## src/rtl/llsc_pkg.sv

```systemverilog
package llsc_pkg;

    typedef enum logic [1:0] {
        REQ_LL   = 2'd0,
        REQ_SC   = 2'd1,
        REQ_ST   = 2'd2,
        REQ_NONE = 2'd3
    } req_kind_e;

    typedef enum logic {
        S_EMPTY  = 1'b0,
        S_LINKED = 1'b1
    } link_state_e;

endpackage

```

## src/rtl/llsc_block_cmp.sv

```systemverilog
module llsc_block_cmp #(
    parameter int ADDR_W      = 32,
    parameter int BLOCK_BYTES = 64
) (
    input  logic [ADDR_W-1:0] addr_a,
    input  logic [ADDR_W-1:0] addr_b,
    output logic              same_block
);
    localparam int OFFSET_W = (BLOCK_BYTES > 1) ? $clog2(BLOCK_BYTES) : 0;
    localparam logic [ADDR_W-1:0] TAG_MASK = ~((ADDR_W'(1) << OFFSET_W) - ADDR_W'(1));

    always_comb begin
        same_block = (((addr_a ^ addr_b) & TAG_MASK) == '0);
    end
endmodule

```

## src/rtl/llsc_link_fsm.sv

```systemverilog
module llsc_link_fsm
    import llsc_pkg::*;
#(
    parameter int ADDR_W = 32
) (
    input  logic              clk,
    input  logic              rst_n,
    input  logic              is_ll,
    input  logic              is_sc,
    input  logic              is_st,
    input  logic [ADDR_W-1:0] req_addr,
    input  logic              inv_valid,
    input  logic              hit_inv_link,
    input  logic              hit_inv_req,
    input  logic              hit_req_link,
    input  logic              ctx_switch,
    output link_state_e       state_q,
    output logic [ADDR_W-1:0] link_addr_q
);
    link_state_e       state_d;
    logic [ADDR_W-1:0] link_addr_d;

    always_ff @(posedge clk) begin
        if (!rst_n) begin
            state_q     <= S_EMPTY;
            link_addr_q <= '0;
        end else begin
            state_q     <= state_d;
            link_addr_q <= link_addr_d;
        end
    end

    always_comb begin
        state_d     = state_q;
        link_addr_d = link_addr_q;
        if (ctx_switch) begin
            state_d = S_EMPTY;                       // T_CTX
        end else if (is_ll) begin
            if (inv_valid && hit_inv_req) begin
                state_d = S_EMPTY;                   // T_LL_SQUASH
            end else begin
                state_d     = S_LINKED;              // T_LINK
                link_addr_d = req_addr;
            end
        end else begin
            unique case (state_q)
                S_EMPTY: begin
                    state_d = S_EMPTY;
                end
                S_LINKED: begin
                    if (inv_valid && hit_inv_link) begin
                        state_d = S_EMPTY;           // T_SNOOP_KILL
                    end else if (is_st && hit_req_link) begin
                        state_d = S_EMPTY;           // T_STORE_KILL
                    end else if (is_sc && (req_addr == link_addr_q)) begin
                        state_d = S_EMPTY;           // T_SC_CONSUME
                    end
                end
                default: state_d = S_EMPTY;
            endcase
        end
    end
endmodule

```

## src/rtl/llsc_sc_judge.sv

```systemverilog
module llsc_sc_judge
    import llsc_pkg::*;
#(
    parameter int ADDR_W = 32,
    parameter int DATA_W = 32
) (
    input  logic              clk,
    input  logic              rst_n,
    input  logic              is_sc,
    input  logic [ADDR_W-1:0] req_addr,
    input  logic [DATA_W-1:0] req_data,
    input  link_state_e       state_q,
    input  logic [ADDR_W-1:0] link_addr_q,
    input  logic              inv_valid,
    input  logic              hit_inv_link,
    input  logic              ctx_switch,
    output logic              resp_valid,
    output logic              resp_ok,
    output logic              mem_we,
    output logic [ADDR_W-1:0] mem_addr,
    output logic [DATA_W-1:0] mem_data
);
    logic grant;

    always_comb begin
        grant = is_sc
             && (state_q == S_LINKED)
             && (req_addr == link_addr_q)
             && !ctx_switch
             && !(inv_valid && hit_inv_link);
    end

    always_ff @(posedge clk) begin
        if (!rst_n) begin
            resp_valid <= 1'b0;
            resp_ok    <= 1'b0;
            mem_we     <= 1'b0;
            mem_addr   <= '0;
            mem_data   <= '0;
        end else begin
            resp_valid <= is_sc;
            resp_ok    <= grant;
            mem_we     <= grant;
            if (is_sc) begin
                mem_addr <= req_addr;
                mem_data <= req_data;
            end
        end
    end
endmodule

```

## src/rtl/llsc_monitor.sv

```systemverilog
module llsc_monitor
    import llsc_pkg::*;
#(
    parameter int ADDR_W      = 32,
    parameter int DATA_W      = 32,
    parameter int BLOCK_BYTES = 64
) (
    input  logic              clk,
    input  logic              rst_n,
    input  logic              req_valid,
    input  logic [1:0]        req_kind,
    input  logic [ADDR_W-1:0] req_addr,
    input  logic [DATA_W-1:0] req_data,
    input  logic              inv_valid,
    input  logic [ADDR_W-1:0] inv_addr,
    input  logic              ctx_switch,
    output logic              resp_valid,
    output logic              resp_ok,
    output logic              mem_we,
    output logic [ADDR_W-1:0] mem_addr,
    output logic [DATA_W-1:0] mem_data
);
    req_kind_e         kind;
    logic              is_ll, is_sc, is_st;
    logic              hit_inv_link, hit_inv_req, hit_req_link;
    link_state_e       state_q;
    logic [ADDR_W-1:0] link_addr_q;
    logic              link_valid;

    always_comb begin
        kind       = req_kind_e'(req_kind);
        is_ll      = req_valid && (kind == REQ_LL);
        is_sc      = req_valid && (kind == REQ_SC);
        is_st      = req_valid && (kind == REQ_ST);
        link_valid = (state_q == S_LINKED);
    end

    llsc_block_cmp #(.ADDR_W(ADDR_W), .BLOCK_BYTES(BLOCK_BYTES)) u_cmp_inv_link (
        .addr_a(inv_addr), .addr_b(link_addr_q), .same_block(hit_inv_link));

    llsc_block_cmp #(.ADDR_W(ADDR_W), .BLOCK_BYTES(BLOCK_BYTES)) u_cmp_inv_req (
        .addr_a(inv_addr), .addr_b(req_addr), .same_block(hit_inv_req));

    llsc_block_cmp #(.ADDR_W(ADDR_W), .BLOCK_BYTES(BLOCK_BYTES)) u_cmp_req_link (
        .addr_a(req_addr), .addr_b(link_addr_q), .same_block(hit_req_link));

    llsc_link_fsm #(.ADDR_W(ADDR_W)) u_fsm (
        .clk(clk), .rst_n(rst_n),
        .is_ll(is_ll), .is_sc(is_sc), .is_st(is_st),
        .req_addr(req_addr),
        .inv_valid(inv_valid),
        .hit_inv_link(hit_inv_link), .hit_inv_req(hit_inv_req),
        .hit_req_link(hit_req_link),
        .ctx_switch(ctx_switch),
        .state_q(state_q), .link_addr_q(link_addr_q));

    llsc_sc_judge #(.ADDR_W(ADDR_W), .DATA_W(DATA_W)) u_judge (
        .clk(clk), .rst_n(rst_n),
        .is_sc(is_sc), .req_addr(req_addr), .req_data(req_data),
        .state_q(state_q), .link_addr_q(link_addr_q),
        .inv_valid(inv_valid), .hit_inv_link(hit_inv_link),
        .ctx_switch(ctx_switch),
        .resp_valid(resp_valid), .resp_ok(resp_ok),
        .mem_we(mem_we), .mem_addr(mem_addr), .mem_data(mem_data));
endmodule

```

## config.mk

```make
export PLATFORM = sky130hd
export DESIGN_NAME = llsc_monitor
export DESIGN_NICKNAME = d
export VERILOG_FILES = /design/src/rtl/llsc_pkg.sv /design/src/rtl/llsc_block_cmp.sv /design/src/rtl/llsc_link_fsm.sv /design/src/rtl/llsc_sc_judge.sv /design/src/rtl/llsc_monitor.sv
export SDC_FILE = /design/constraint.sdc
export NUM_CORES = 1
export LEC_CHECK = 0
export BUFFER_PORTS_ARGS = -buffer_cell sky130_fd_sc_hd__buf_2
export CORE_MARGIN = 2
export CORE_UTILIZATION = 51
export CTS_BUF_LIST = sky130_fd_sc_hd__clkbuf_8
export DETAILED_ROUTE_END_ITERATION = 6
export PLACE_DENSITY = 0.9
export SETUP_SLACK_MARGIN = 0.3
export SKIP_LAST_GASP = 1
export SLEW_MARGIN = 20
export SYNTH_ARGS = -nofsm -noshare
export SYNTH_HDL_FRONTEND = slang
export SYNTH_SLANG_ARGS = --single-unit
```

## constraint.sdc

```tcl
create_clock -name clk -period 2.1 [get_ports clk]
set_clock_uncertainty 0.05 [all_clocks]
set_input_delay 0.105 -clock clk [delete_from_list [all_inputs] [get_ports clk]]
set_output_delay 0.105 -clock clk [all_outputs]
set_load 0.02 [all_outputs]
```

==> results.txt <==
----------------------------------------------------
[Floorplanning]
  Core region area ... around 8700 um^2
  Die width ... ~98 um
  I/O pin count ... 170
  Full die area ... around 9700 um^2
  Y dimension of the die ... approximately 98 um
  Starting density of the core ... 0.5234
  Core Rows ... 34

[Cells and area]
  Fraction of final layout cells with drive strength greater than 1 ... 0.2633
  Layout area overhead ... 41.79%
  Number of diodes added for antenna fixing ... 0
  Post-layout util ... 0.7421
  Layout net count ... ~870
  Most common cell after layout, fill and taps aside ... sky130_fd_sc_hd__nand2_1
  Commonest cells after routing, fill and taps aside ... sky130_fd_sc_hd__nand2_1 (193), sky130_fd_sc_hd__buf_2 (160), sky130_fd_sc_hd__dfxtp_1 (98)

[Setup path]
  Setup crit end kind ... flip-flop
  Startpoint type of the worst setup path ... flip-flop
  Master of the slowest instance on the critical path ... sky130_fd_sc_hd__or4_1
  Path type of the worst setup path ... reg -> reg
  Crit path arrival time ... roughly 2000 ps
  Cell-by-cell trace of the critical path ... xor2_1 -> nor4_2 -> nand4_1 -> or4_1 -> nor3_2
  Worst setup endpoint ... u_judge.resp_ok
  Worst Path Max Fanout ... 3
  Reg2reg setup slack ... roughly 340 ps
  Data required time at the worst endpoint ... around 2300 ps
  Startpoint of the worst-slack reg-to-reg timing path ... u_fsm.link_addr_q[8]
  Setup crit start ... u_fsm.link_addr_q[8]
  Largest stage delay on the critical path ... between 400 and 500 ps
  RR Endpoint ... u_judge.resp_ok
  Path depth of the worst reg2reg path ... 5

[Global routing]
  First-pass GRT wire length ... ~22000 um
  Number of antenna violations at the first check in global routing ... 0
  Global-route usage over all layers ... 0.2837
  Number of global-route vias before repair ... between 4000 and 5000
  Pin count of the biggest net entering global routing ... 66
  Overflow left after global routing ... 0

[Outcome]
  Result of the run ... completed

[Clock network]
  Buffer depth of the longest clock path ... 2
  CTS buffer count ... 9
  Clock sink count ... 99
  Clock latency at the later pin of the worst-skew pair ... 360 ps
  Root Buffer Master ... sky130_fd_sc_hd__clkbuf_8
  CTS tree ... built
  Number of levels the H-tree was split into ... 3
  Clock transition at the registers of the reported paths ... 100 ps

[Synth]
  Per-instance average area after synthesis ... roughly 8.2 um^2
  Post-synthesis sequential area ratio ... 0.4364
  Synth top area cells ... sky130_fd_sc_hd__dfxtp_1 (44%), sky130_fd_sc_hd__nand2_1 (16%), sky130_fd_sc_hd__xnor2_1 (10%)
  Number of nets produced by synthesis ... 655
  Number of storage elements in the synthesis netlist ... 99
  Synthesis warning total ... 0
  Synth unique cells ... 28
  Area share of the largest cell type after synthesis ... 0.4364
  Mapped cell area ... approximately 4500 um^2
  Synthesized instance count ... ~550
  Cell type with the highest aggregate area in the netlist ... sky130_fd_sc_hd__dfxtp_1

[Timing]
  Total Neg Setup Slack ... 0 ps
  Share of the clock period used by the worst path after layout ... 0.8402
  Final number of max-transition violations ... 0
  Final setup vio count ... 0
  Final period demand of the worst path ... 1765 ps
  Number of hold violations in the final report ... 0
  Setup repair after global routing missed its margin ... yes
  Fmax ... between 0.5 and 0.6 GHz
  Slew Limit Headroom ... 0.5473
  Worst-margin pin slew ... between 600 and 700 ps

[Routing]
  Detailed-route via count ... 4654
  Wire length per cell after detailed routing ... around 16 um
  Count of routing violations after the opening detailed-route iteration ... between 200 and 250
  ANT nets after route ... 0
  Detailed-route vias per instance ... 5.295
  Drt total wl ... approximately 14000 um
  Number of iterations in the first detailed-routing pass ... 5
  DRC violations left ... 0

[Placed design]
  Final HPWL from detailed placement ... approximately 9100 um
  Final GP Congestion ... 0.9273
  Number of port buffers ... 163

[Pwr]
  Leakage ... 2.715 nW
  Ratio of total power to cell area ... 641.5 nW/um^2
  Peak VDD IR ... roughly 0.00040 V

[Hold path]
  Kind of path behind the tightest hold check ... in -> reg
  Hold Path Origin ... req_addr[20]

[Flow run]
  Max-cap violations ... 0

----------------------------------------------------
==> state kept, by name (all words and copies together), names as in the netlist <==
name and count:
u_fsm.link_addr_q 32, u_fsm.state_q 1, u_judge.mem_addr 32, u_judge.mem_data 32, u_judge.resp_ok 1, u_judge.resp_valid 1
==> cell families (layout without fill, tap and decap cells) <==
kind of cell	count (synthesis)	in the layout	synth area share
simple gates	234	234	0.2141
compound gates	69	69	0.07906
xor+xnor	84	84	0.1620
flops	99	99	0.4364
mux	32	32	0.07052
buf+inv	34	253	0.03802
==> repair_timing <==
| item | 4_1_cts | 5_1_grt |
|---|---|---|
| pin swaps | 0 | 5 |
| hold buffers | 60 | 0 |
| setup endpoints to repair | 1 | 33 |
| gates resized for setup | 1 | 25 |
| hold endpoints to repair | 84 | 0 |
| cloned | 0 | 2 |
| setup buffers | 0 | 4 |
==> worst max-delay path, delay by kind of cell (launching register included) <==
kind | cells | cell delay, ps
flip-flops | 1 | 340
AND/OR/NAND/NOR | 4 | 1130
XOR/XNOR | 1 | 170
==> Yosys cell counts <==
master / instances
sky130_fd_sc_hd__nand2_1: 193
sky130_fd_sc_hd__dfxtp_1: 99
sky130_fd_sc_hd__a21oi_1: 64
sky130_fd_sc_hd__xnor2_1: 53
sky130_fd_sc_hd__mux2i_1: 32
sky130_fd_sc_hd__xor2_1: 31
sky130_fd_sc_hd__clkbuf_1: 21
sky130_fd_sc_hd__nand4_1: 15
sky130_fd_sc_hd__buf_1: 7
sky130_fd_sc_hd__nor4_1: 6
sky130_fd_sc_hd__nor2_1: 5
sky130_fd_sc_hd__nor3_1: 4
sky130_fd_sc_hd__buf_8: 3
sky130_fd_sc_hd__nor2b_1: 3
sky130_fd_sc_hd__nand3_1: 2
sky130_fd_sc_hd__or4_1: 2
sky130_fd_sc_hd__a211o_1: 1
sky130_fd_sc_hd__a41oi_1: 1
sky130_fd_sc_hd__and3b_1: 1
sky130_fd_sc_hd__buf_4: 1
sky130_fd_sc_hd__buf_6: 1
sky130_fd_sc_hd__inv_1: 1
sky130_fd_sc_hd__nand3b_1: 1
sky130_fd_sc_hd__nor3b_1: 1
sky130_fd_sc_hd__nor4bb_1: 1
sky130_fd_sc_hd__o21a_1: 1
sky130_fd_sc_hd__o21ai_0: 1
sky130_fd_sc_hd__o32ai_1: 1
==> per-layer routing <==
layer	GRT usage	vias to the layer above	routed length (um)
li1	-	2229	-
met1	0.3203	2202	5886
met2	0.4950	181	7183
met3	0.07015	42	737
met4	0.1444	0	473
met5	0	-	0
==> per-stage QoR <==
step	worst slack (ps)	cells	hold slack (ps)	instance area (um^2)	total power, mW
final	335.5	879	11.34	6440	4.131
after global routing	293.6	879	0.8740	6440	4.286
after CTS	313.5	873	0.9098	6261	4.102
after detailed placement	166.6	797	303.5	5404	2.558
after global placement	202.2	797	295.1	5404	2.541
after floorplan	505.1	552	191.0	4542	2.311
==> report_power, final <==
part	internal (mW)	leakage (nW)	switching, mW
clock network	0.826	0.126	0.655
registers	1.93	0.804	0.0331
logic	0.319	1.79	0.368
==> area by class of cell <==
class,count,area [um^2]
repair buffers,236,1633
fillers,635,2238
clock buffers,10,137.6
multi-input cells,419,2435
well taps,108,135.1
clock inverters,6,112.6
inverters,1,3.754
flip-flops and latches,99,1983
==> worst min-delay path by stage <==
stage	to	slack (ps)	depth (start not counted)
floorplan	u_judge.mem_addr[0]	190	2
global placement	u_judge.mem_data[0]	300	3
detailed placement	u_judge.mem_data[29]	300	3
CTS	u_fsm.link_addr_q[10]	0.9	3
global route	u_judge.mem_addr[20]	0.9	3
finish	u_judge.mem_addr[20]	10	3
Power figures use the tool's default switching activity.
